[src/rtl/nrm_pkg.sv]
package nrm_pkg;
  typedef enum logic [0:0] {
    ST_IDLE = 1'b0,
    ST_RUN  = 1'b1
  } nrm_state_t;
endpackage

[src/rtl/nrm_operand_reg.sv]
module nrm_operand_reg #(
  parameter int DATA_W = 32,
  parameter int BYTE_W = 8,
  localparam int NBYTES = DATA_W / BYTE_W,
  localparam int SEL_W = (NBYTES > 1) ? $clog2(NBYTES) : 1
) (
  input  logic              clk,
  input  logic              rst,
  input  logic              load_en,
  input  logic [SEL_W-1:0]  load_sel,
  input  logic [BYTE_W-1:0] load_byte,
  input  logic              shift_en,
  output logic [DATA_W-1:0] value_q,
  output logic              msb,
  output logic              is_zero
);
  logic [DATA_W-1:0] value_d;
  logic [DATA_W-1:0] shifted;

  assign shifted = {value_q[DATA_W-2:0], 1'b0};

  for (genvar g = 0; g < NBYTES; g++) begin : g_lane
    logic hit;
    assign hit = load_en && (load_sel == SEL_W'(g));
    always_comb begin
      if (hit)
        value_d[g*BYTE_W +: BYTE_W] = load_byte;
      else if (shift_en)
        value_d[g*BYTE_W +: BYTE_W] = shifted[g*BYTE_W +: BYTE_W];
      else
        value_d[g*BYTE_W +: BYTE_W] = value_q[g*BYTE_W +: BYTE_W];
    end
  end

  always_ff @(posedge clk) begin
    if (rst) value_q <= '0;
    else     value_q <= value_d;
  end

  assign msb     = value_q[DATA_W-1];
  assign is_zero = (value_q == '0);
endmodule

[src/rtl/nrm_shift_counter.sv]
module nrm_shift_counter #(
  parameter int CNT_W = 5,
  parameter int MAX_CNT = 31
) (
  input  logic             clk,
  input  logic             rst,
  input  logic             clear,
  input  logic             inc,
  output logic [CNT_W-1:0] cnt_q,
  output logic             at_max
);
  always_ff @(posedge clk) begin
    if (rst || clear)               cnt_q <= '0;
    else if (inc && !at_max)        cnt_q <= cnt_q + CNT_W'(1);
  end

  assign at_max = (cnt_q == CNT_W'(MAX_CNT));
endmodule

[src/rtl/nrm_ctrl.sv]
module nrm_ctrl
  import nrm_pkg::*;
(
  input  logic clk,
  input  logic rst,
  input  logic start,
  input  logic byte_we,
  input  logic msb,
  input  logic cnt_max,
  input  logic op_zero,
  output logic load_en,
  output logic shift_en,
  output logic cnt_clear,
  output logic busy,
  output logic done,
  output logic zero
);
  nrm_state_t state_q, state_d;
  logic accept, finish;

  assign busy     = (state_q == ST_RUN);
  assign accept   = start && !busy;
  assign finish   = busy && (msb || cnt_max);
  assign shift_en = busy && !finish;
  assign load_en  = byte_we && !busy;
  assign cnt_clear = accept;

  always_comb begin
    state_d = state_q;
    if (accept)      state_d = ST_RUN;
    else if (finish) state_d = ST_IDLE;
  end

  always_ff @(posedge clk) begin
    if (rst) begin
      state_q <= ST_IDLE;
      done    <= 1'b0;
      zero    <= 1'b0;
    end else begin
      state_q <= state_d;
      done    <= finish;
      if (accept)      zero <= 1'b0;
      else if (finish) zero <= op_zero;
    end
  end
endmodule

[src/rtl/lz_normalizer.sv]
module lz_normalizer #(
  parameter int DATA_W = 32,
  parameter int BYTE_W = 8,
  localparam int NBYTES = DATA_W / BYTE_W,
  localparam int SEL_W = (NBYTES > 1) ? $clog2(NBYTES) : 1,
  localparam int CNT_W = $clog2(DATA_W)
) (
  input  logic              clk,
  input  logic              rst,
  input  logic              byte_we,
  input  logic [SEL_W-1:0]  byte_idx,
  input  logic [BYTE_W-1:0] byte_din,
  input  logic              start,
  output logic [DATA_W-1:0] data_out,
  output logic [CNT_W-1:0]  shift_cnt,
  output logic              busy,
  output logic              done,
  output logic              zero
);
  logic load_en, shift_en, cnt_clear, msb, op_zero, cnt_max;

  nrm_operand_reg #(.DATA_W(DATA_W), .BYTE_W(BYTE_W)) u_op (
    .clk(clk), .rst(rst), .load_en(load_en), .load_sel(byte_idx),
    .load_byte(byte_din), .shift_en(shift_en), .value_q(data_out),
    .msb(msb), .is_zero(op_zero)
  );

  nrm_shift_counter #(.CNT_W(CNT_W), .MAX_CNT(DATA_W-1)) u_cnt (
    .clk(clk), .rst(rst), .clear(cnt_clear), .inc(shift_en),
    .cnt_q(shift_cnt), .at_max(cnt_max)
  );

  nrm_ctrl u_ctrl (
    .clk(clk), .rst(rst), .start(start), .byte_we(byte_we), .msb(msb),
    .cnt_max(cnt_max), .op_zero(op_zero), .load_en(load_en),
    .shift_en(shift_en), .cnt_clear(cnt_clear), .busy(busy),
    .done(done), .zero(zero)
  );
endmodule

[config.mk]
export PLATFORM = sky130hd
export DESIGN_NAME = lz_normalizer
export DESIGN_NICKNAME = d
export VERILOG_FILES = /design/src/rtl/nrm_pkg.sv /design/src/rtl/nrm_operand_reg.sv /design/src/rtl/nrm_shift_counter.sv /design/src/rtl/nrm_ctrl.sv /design/src/rtl/lz_normalizer.sv
export SDC_FILE = /design/constraint.sdc
export NUM_CORES = 1
export LEC_CHECK = 0
export ABC_CLOCK_PERIOD_IN_PS = 2100
export BUFFER_PORTS_ARGS = -buffer_cell sky130_fd_sc_hd__clkbuf_2
export CAP_MARGIN = 20
export CORE_ASPECT_RATIO = 0.7
export CORE_MARGIN = 2
export CORE_UTILIZATION = 50
export CTS_BUF_LIST = sky130_fd_sc_hd__clkbuf_4 sky130_fd_sc_hd__clkbuf_8
export DETAILED_ROUTE_END_ITERATION = 8
export PLACE_DENSITY = 0.76
export SYNTH_ARGS = -nofsm -noshare
export SYNTH_HDL_FRONTEND = slang
export SYNTH_SLANG_ARGS = --single-unit
export TNS_END_PERCENT = 100
[constraint.sdc]
create_clock -name clk -period 2.1 [get_ports clk]
set_input_delay 0.105 -clock clk [delete_from_list [all_inputs] [get_ports clk]]
set_output_delay 0.105 -clock clk [all_outputs]
set_load 0.02 [all_outputs]
# Word level (Yosys, flattened, before mapping)
# Index checks and enable logic that the tools add are counted.
[word_totals] register_bits=40 inputBits=14 out_inout_bits=40 wordCells=45
[op_classes] add_sub_neg=1 n_eq_ne=4 muxes=10 n_reduce_logical=22
[op_table] operator="$mux 8" count=8
[op_table] operator="$logic_not 32->1" count=1
[op_table] operator="$reduce_bool 2->1" count=5
[op_table] operator="$logic_and 1x1->1" count=9
[op_table] operator="$add 5x1->5 const B" count=1
[op_table] operator="$eq 5x5->1 const B" count=1
[op_table] operator="$eq 2x2->1 const B" count=2
[op_table] operator="$logic_not 1->1" count=3
[op_table] operator="$eq 2x1->1 const B" count=1
[op_table] operator="$logic_not 2->1" count=1
[op_table] operator="$logic_or 1x1->1" count=2
[op_table] operator="$mux 1" count=2
[op_table] operator="$reduce_or 2->1" count=1

# Depth between registers and ports, before layout
[depth] word_depth=7 ltp_mapped=8 mapped_depth_nobuf=7

# Modules after synthesis
# A second synthesis with hierarchy kept.
[unflattened] cells_unflattened=195 hier_area_um2=1909.3
[by_module_without_submodules] module="nrm_operand_reg" instances=1 cells_each=156 area_per_inst_um2=1525.2 seq_area_each_um2=640.6
[by_module_without_submodules] module="nrm_shift_counter" instances=1 cells_each=26 area_per_inst_um2=239.0 seq_area_each_um2=100.1
[by_module_without_submodules] module="nrm_ctrl" instances=1 cells_each=13 area_per_inst_um2=145.1 seq_area_each_um2=60.1

# Worst setup path after synthesis
# No wires, ideal clock.
[synth_path] kind="flip-flop to flip-flop" from="register u_cnt.cnt_q[0]" to="register u_op.value_q[15]" setup_ps=88 arrival_ps=1730 required_ps=2012 path_slack_ps=282 path_stages_with_launch=9 path_buffers=2 synth_period_minus_slack_ps=1818 cell_sequence="dfxtp_1 -> ha_1 -> and3_1 -> ha_1 -> nor3b_2 -> buf_4 -> buf_6 -> nand2_1 -> a311oi_2"
[synth_between] elab_chain_len=6
[synth_rtl] item="start: declaration" line_no="nrm_shift_counter.sv:9" rtl="output logic [CNT_W-1:0] cnt_q,"
[synth_rtl] item="start signal: assignment" line_no="nrm_shift_counter.sv:14" rtl="else if (inc && !at_max) cnt_q <= cnt_q + CNT_W'(1);"
[synth_rtl] item="$eq 5x5->1" line_no="nrm_shift_counter.sv:17" rtl="assign at_max = (cnt_q == CNT_W'(MAX_CNT));"
[synth_rtl] item="$logic_or 1x1->1" line_no="nrm_ctrl.sv:23" rtl="assign finish = busy && (msb || cnt_max);"
[synth_rtl] item="$logic_and 1x1->1" line_no="nrm_ctrl.sv:23"
[synth_rtl] item="$logic_not 1->1" line_no="nrm_ctrl.sv:24" rtl="assign shift_en = busy && !finish;"
[synth_rtl] item="$logic_and 1x1->1" line_no="nrm_ctrl.sv:24"
[synth_rtl] item="$reduce_bool 2->1 (no line)"
[synth_rtl] item="end signal: assignment" line_no="nrm_operand_reg.sv:37" rtl="else value_q <= value_d;"
[synth_rtl] item="end: declaration" line_no="nrm_operand_reg.sv:13" rtl="output logic [DATA_W-1:0] value_q,"
# No other way between the ends.
# A chain may end at the register's enable or synchronous reset.

# Worst setup path in the final report
[layout_path] from="register u_cnt.cnt_q[0]" to="register u_cnt.cnt_q[3]"
[layout_between] elab_chain_len=6 elab_cells_between_ends=8 classes_between="1 x add/sub; 1 x eq/ne; 6 x reduce/logical"
[layout_rtl] item="$eq 5x5->1" line_no="nrm_shift_counter.sv:17"
[layout_rtl] item="$logic_or 1x1->1" line_no="nrm_ctrl.sv:23"
[layout_rtl] item="$logic_and 1x1->1" line_no="nrm_ctrl.sv:23"
[layout_rtl] item="$logic_not 1->1" line_no="nrm_ctrl.sv:24"
[layout_rtl] item="$logic_and 1x1->1" line_no="nrm_ctrl.sv:24"
[layout_rtl] item="$logic_and 1x1->1" line_no="nrm_shift_counter.sv:14"
# Several ways; a longest one is shown, not always the timed one.

==> impl_metrics.csv <==
group,metric,value,unit
status,status,"finished, final reports clean",
logic_synthesis,synthSimpleGateAreaFrac,27.99,%
cts,post_cts_buffers,0,
floorplanning,coreArea,0.003558,mm^2
floorplanning,fp-row-count,18,
detailed_routing,ant_nets,0,
final_layout,fin_nets,286,
grt,grt_antenna_before_repair,0,
floorplanning,initial_core_util,52.64,%
place,dp_cells,313,
cts,cts_tree,"yes",
logic_synthesis,synth_seq_cells,40,
sta,setup_violations,0,
logic_synthesis,synthMuxAreaShare,0,%
setup_path,cp.arrival,2.10,ns
setup_path,cp-end-kind,"register",
cts,cts_hold_buf,0,
cts,clk_path_buf_depth,2,
logic_synthesis,avgSynthCellArea,8.437,um^2
cts,clk_pin_slew_worst_paths,0.08,ns
sta,fin_skew,0.007974,ns
logic_synthesis,syn_area,0.001873,mm^2
floorplanning,die_area,0.004260,mm^2
final_layout,postLayoutCellArea,0.002275,mm^2
sta,hold_violations,0,
place,dpl.hpwl,3442,um
detailed_routing,wl,4878,um
grt,grt_start_max_net_pins,39,
detailed_routing,vias_per_cell,5.642,
sta,timing.fmax,0.5201,GHz
sta,fin_setup_tns,0,ns
logic_synthesis,postSynthNetCount,238,
detailed_routing,wl_per_cell,15.20,um
detailed_routing,routed-via-count,1811,
logic_synthesis,synth_top_family_by_area,"simple AND/OR/NAND/NOR gates",
floorplanning,die_y,55.21,um
logic_synthesis,syn_inst,222,
logic_synthesis,synth-xor-area-share,1.403,%
power_and_ir_drop,power_density,798.4,mW/mm^2
place,placed_area,0.002143,mm^2
detailed_routing,dr.pass1.iters,4,
sta,relSlewSlack,66.61,%
final_layout,antennaDiodeCount,0,
power_and_ir_drop,power,1.816,mW
sta,hold_slack,0.08858,ns
detailed_routing,drt-initial-drc-count,121,
setup_path,crit_required,2.28,ns
final_layout,stdcell_count,321,
logic_synthesis,synth-compound-area-share,20.64,%
sta,worst_pin_slew,0.4995,ns
grt,grt_pass1_wl,8059,um
logic_synthesis,ys_warn_count,0,
floorplanning,fp.dieW,77.16,um
cts,clkSinkCount,40,
grt,overflow,0,
logic_synthesis,synth-seq-area-share,42.75,%
logic_synthesis,ys_types,32,
sta,period_needed,1.923,ns
grt,track_usage,23.98,%
floorplanning,ios,54,
final_layout,area_growth,21.44,%
final_layout,final_layout_size_suffix_gt1_share,28.41,%
cts,clockRootBuffer,"clkbuf_8",
setup_path,cp_max_fo,38,
place,gp_congestion,0.8116,
setup_path,worstSetupPathType,"reg2reg",
cts,cts_made_buffers,5,
hold_path,min_path_type,"in2reg",
run,maxCapViolCount,0,
power_and_ir_drop,ir_worst_vdd,0.4919,mV
cts,h-tree-depth,2,
sta,post-route-period-util,91.55,%
logic_synthesis,yosys.area_share.adder,1.336,%
detailed_routing,drcViolationCount,0,
cts,clkLatencyLatePin,0.29,ns
place,port_buffers,53,
sta,rsz0062_at_grt,"no",
power_and_ir_drop,p_leak,0.9028,nW
setup_path,startpoint_type,"register",
grt,grt_pass1_vias,1609,
sta,slew_violations,0,
## power by group
part           leakage (nW)  switching [mW]  total, mW  internal [mW]
clock                0.0645           0.268      0.687          0.419
combinational         0.513           0.187      0.289          0.102
sequential            0.325          0.0451      0.840          0.795
total                 0.903           0.500       1.82           1.32
## placed cells by master, fill, tap and decap left out, types with 2 or more instances in the layout
cell type	synthesis	final
nor4_1	8	8
clkbuf_2	0	53
nor2_1	29	29
buf_4	3	3
xor2_1	2	2
a21oi_1	16	16
nand2b_1	3	3
nand2_1	55	55
a311oi_2	7	7
a22oi_1	10	10
nand3_1	4	4
a311oi_1	13	13
dfxtp_1	40	40
clkbuf_8	0	7
nand4_1	3	3
ha_1	2	2
## path summary, 6_finish.rpt
path | startpoint | depth (start not counted) | slack [ns] | endpoint
max | u_cnt.cnt_q[0]$_SDFFE_PP0P_ | 8 | 0.18 | u_cnt.cnt_q[3]$_SDFFE_PP0P_
min | start | 3 | 0.09 | u_ctrl.busy$_SDFFE_PP0P_
max reg2reg | u_cnt.cnt_q[0]$_SDFFE_PP0P_ | 8 | 0.18 | u_cnt.cnt_q[3]$_SDFFE_PP0P_
min reg2reg | u_ctrl.zero$_SDFFE_PP0P_ | 2 | 0.46 | u_ctrl.zero$_SDFFE_PP0P_
## metal layers
| metal | track usage (%) | vias to the layer above | part of all wire, % |
|---|---|---|---|
| met5 | 0 | - | 0 |
| met4 | 6.378 | 0 | 0.64 |
| met3 | 6.209 | 5 | 9.7 |
| met2 | 34.91 | 74 | 44 |
| met1 | 35.26 | 837 | 46 |
| li1 | - | 895 | - |
## flip-flops by register name (all words and copies together) (netlist names)
register / flops
u_ctrl.zero: 1
u_ctrl.done: 1
u_cnt.cnt_q: 5
u_ctrl.busy: 1
u_op.value_q: 32
## synth_stat cells
| library cell | instances | share of area (%) |
|---|---|---|
| a311oi_2 | 7 | 5.6 |
| nand2b_1 | 3 | 1.0 |
| nor4_1 | 8 | 2.7 |
| a21oi_1 | 16 | 4.3 |
| clkbuf_1 | 4 | 0.80 |
| or3_1 | 1 | 0.33 |
| nand4_1 | 3 | 1.0 |
| a211oi_1 | 1 | 0.40 |
| xnor2_1 | 1 | 0.47 |
| and4bb_2 | 1 | 0.67 |
| nand3b_4 | 1 | 1.1 |
| nand2_1 | 55 | 11 |
| a311oi_1 | 13 | 6.1 |
| buf_4 | 3 | 1.2 |
| buf_2 | 4 | 1.1 |
| o21ai_0 | 1 | 0.27 |
| and3_1 | 1 | 0.33 |
| buf_6 | 4 | 2.4 |
| nor2_1 | 29 | 5.8 |
| or2_1 | 1 | 0.33 |
| nor3b_2 | 1 | 0.67 |
| inv_1 | 1 | 0.20 |
| xor2_1 | 2 | 0.94 |
| nor3b_1 | 1 | 0.40 |
| a22oi_1 | 10 | 4.0 |
| dfxtp_1 | 40 | 43 |
| nand3_1 | 4 | 1.1 |
| nand2_2 | 1 | 0.33 |
| nor4b_2 | 1 | 0.80 |
| nand4b_1 | 1 | 0.47 |
| buf_1 | 1 | 0.20 |
| ha_1 | 2 | 1.3 |
## timing repair
item | CTS | global route
resized for setup | 0 | 1
endpoints found under the setup margin | 0 | 11
hold endpoints to repair | 0 | 0
## stage by stage
stage	util, %	setup slack (ns)
4_1_cts	63.78	0.1200
5_1_grt	63.92	0.03895
3_3_place_gp	60.23	0.2450
2_1_floorplan	-	0.2818
3_5_place_dp	60.23	0.1352
6_report	63.92	0.1774
## final cells by class
| type | instances | area (um^2) |
|---|---|---|
| tap | 50 | 62.56 |
| sequential | 40 | 800.8 |
| multi-input combinational | 165 | 973.4 |
| clock buffer | 7 | 96.34 |
| inverter | 1 | 3.754 |
| clock inverter | 1 | 30.03 |
| fill | 338 | 1284 |
| timing repair buffer | 57 | 307.8 |
## worst max-delay path, stage by stage (launching register included)
cell	delay, ns
dfxtp_1	0.36
ha_1	0.22
and3_1	0.18
ha_1	0.23
nor3b_4	0.24
buf_12	0.24
nand4_1	0.14
xor2_1	0.15
nor2_1	0.05
## kinds of logic (layout without fill, tap and decap cells)
family / Yosys count / in the layout
compound gates: 48 / 48
xor+xnor: 3 / 3
fa+ha+maj: 2 / 2
buf+inv: 17 / 66
flops: 40 / 40
simple gates: 112 / 112
(Power assumes the default switching activity.)
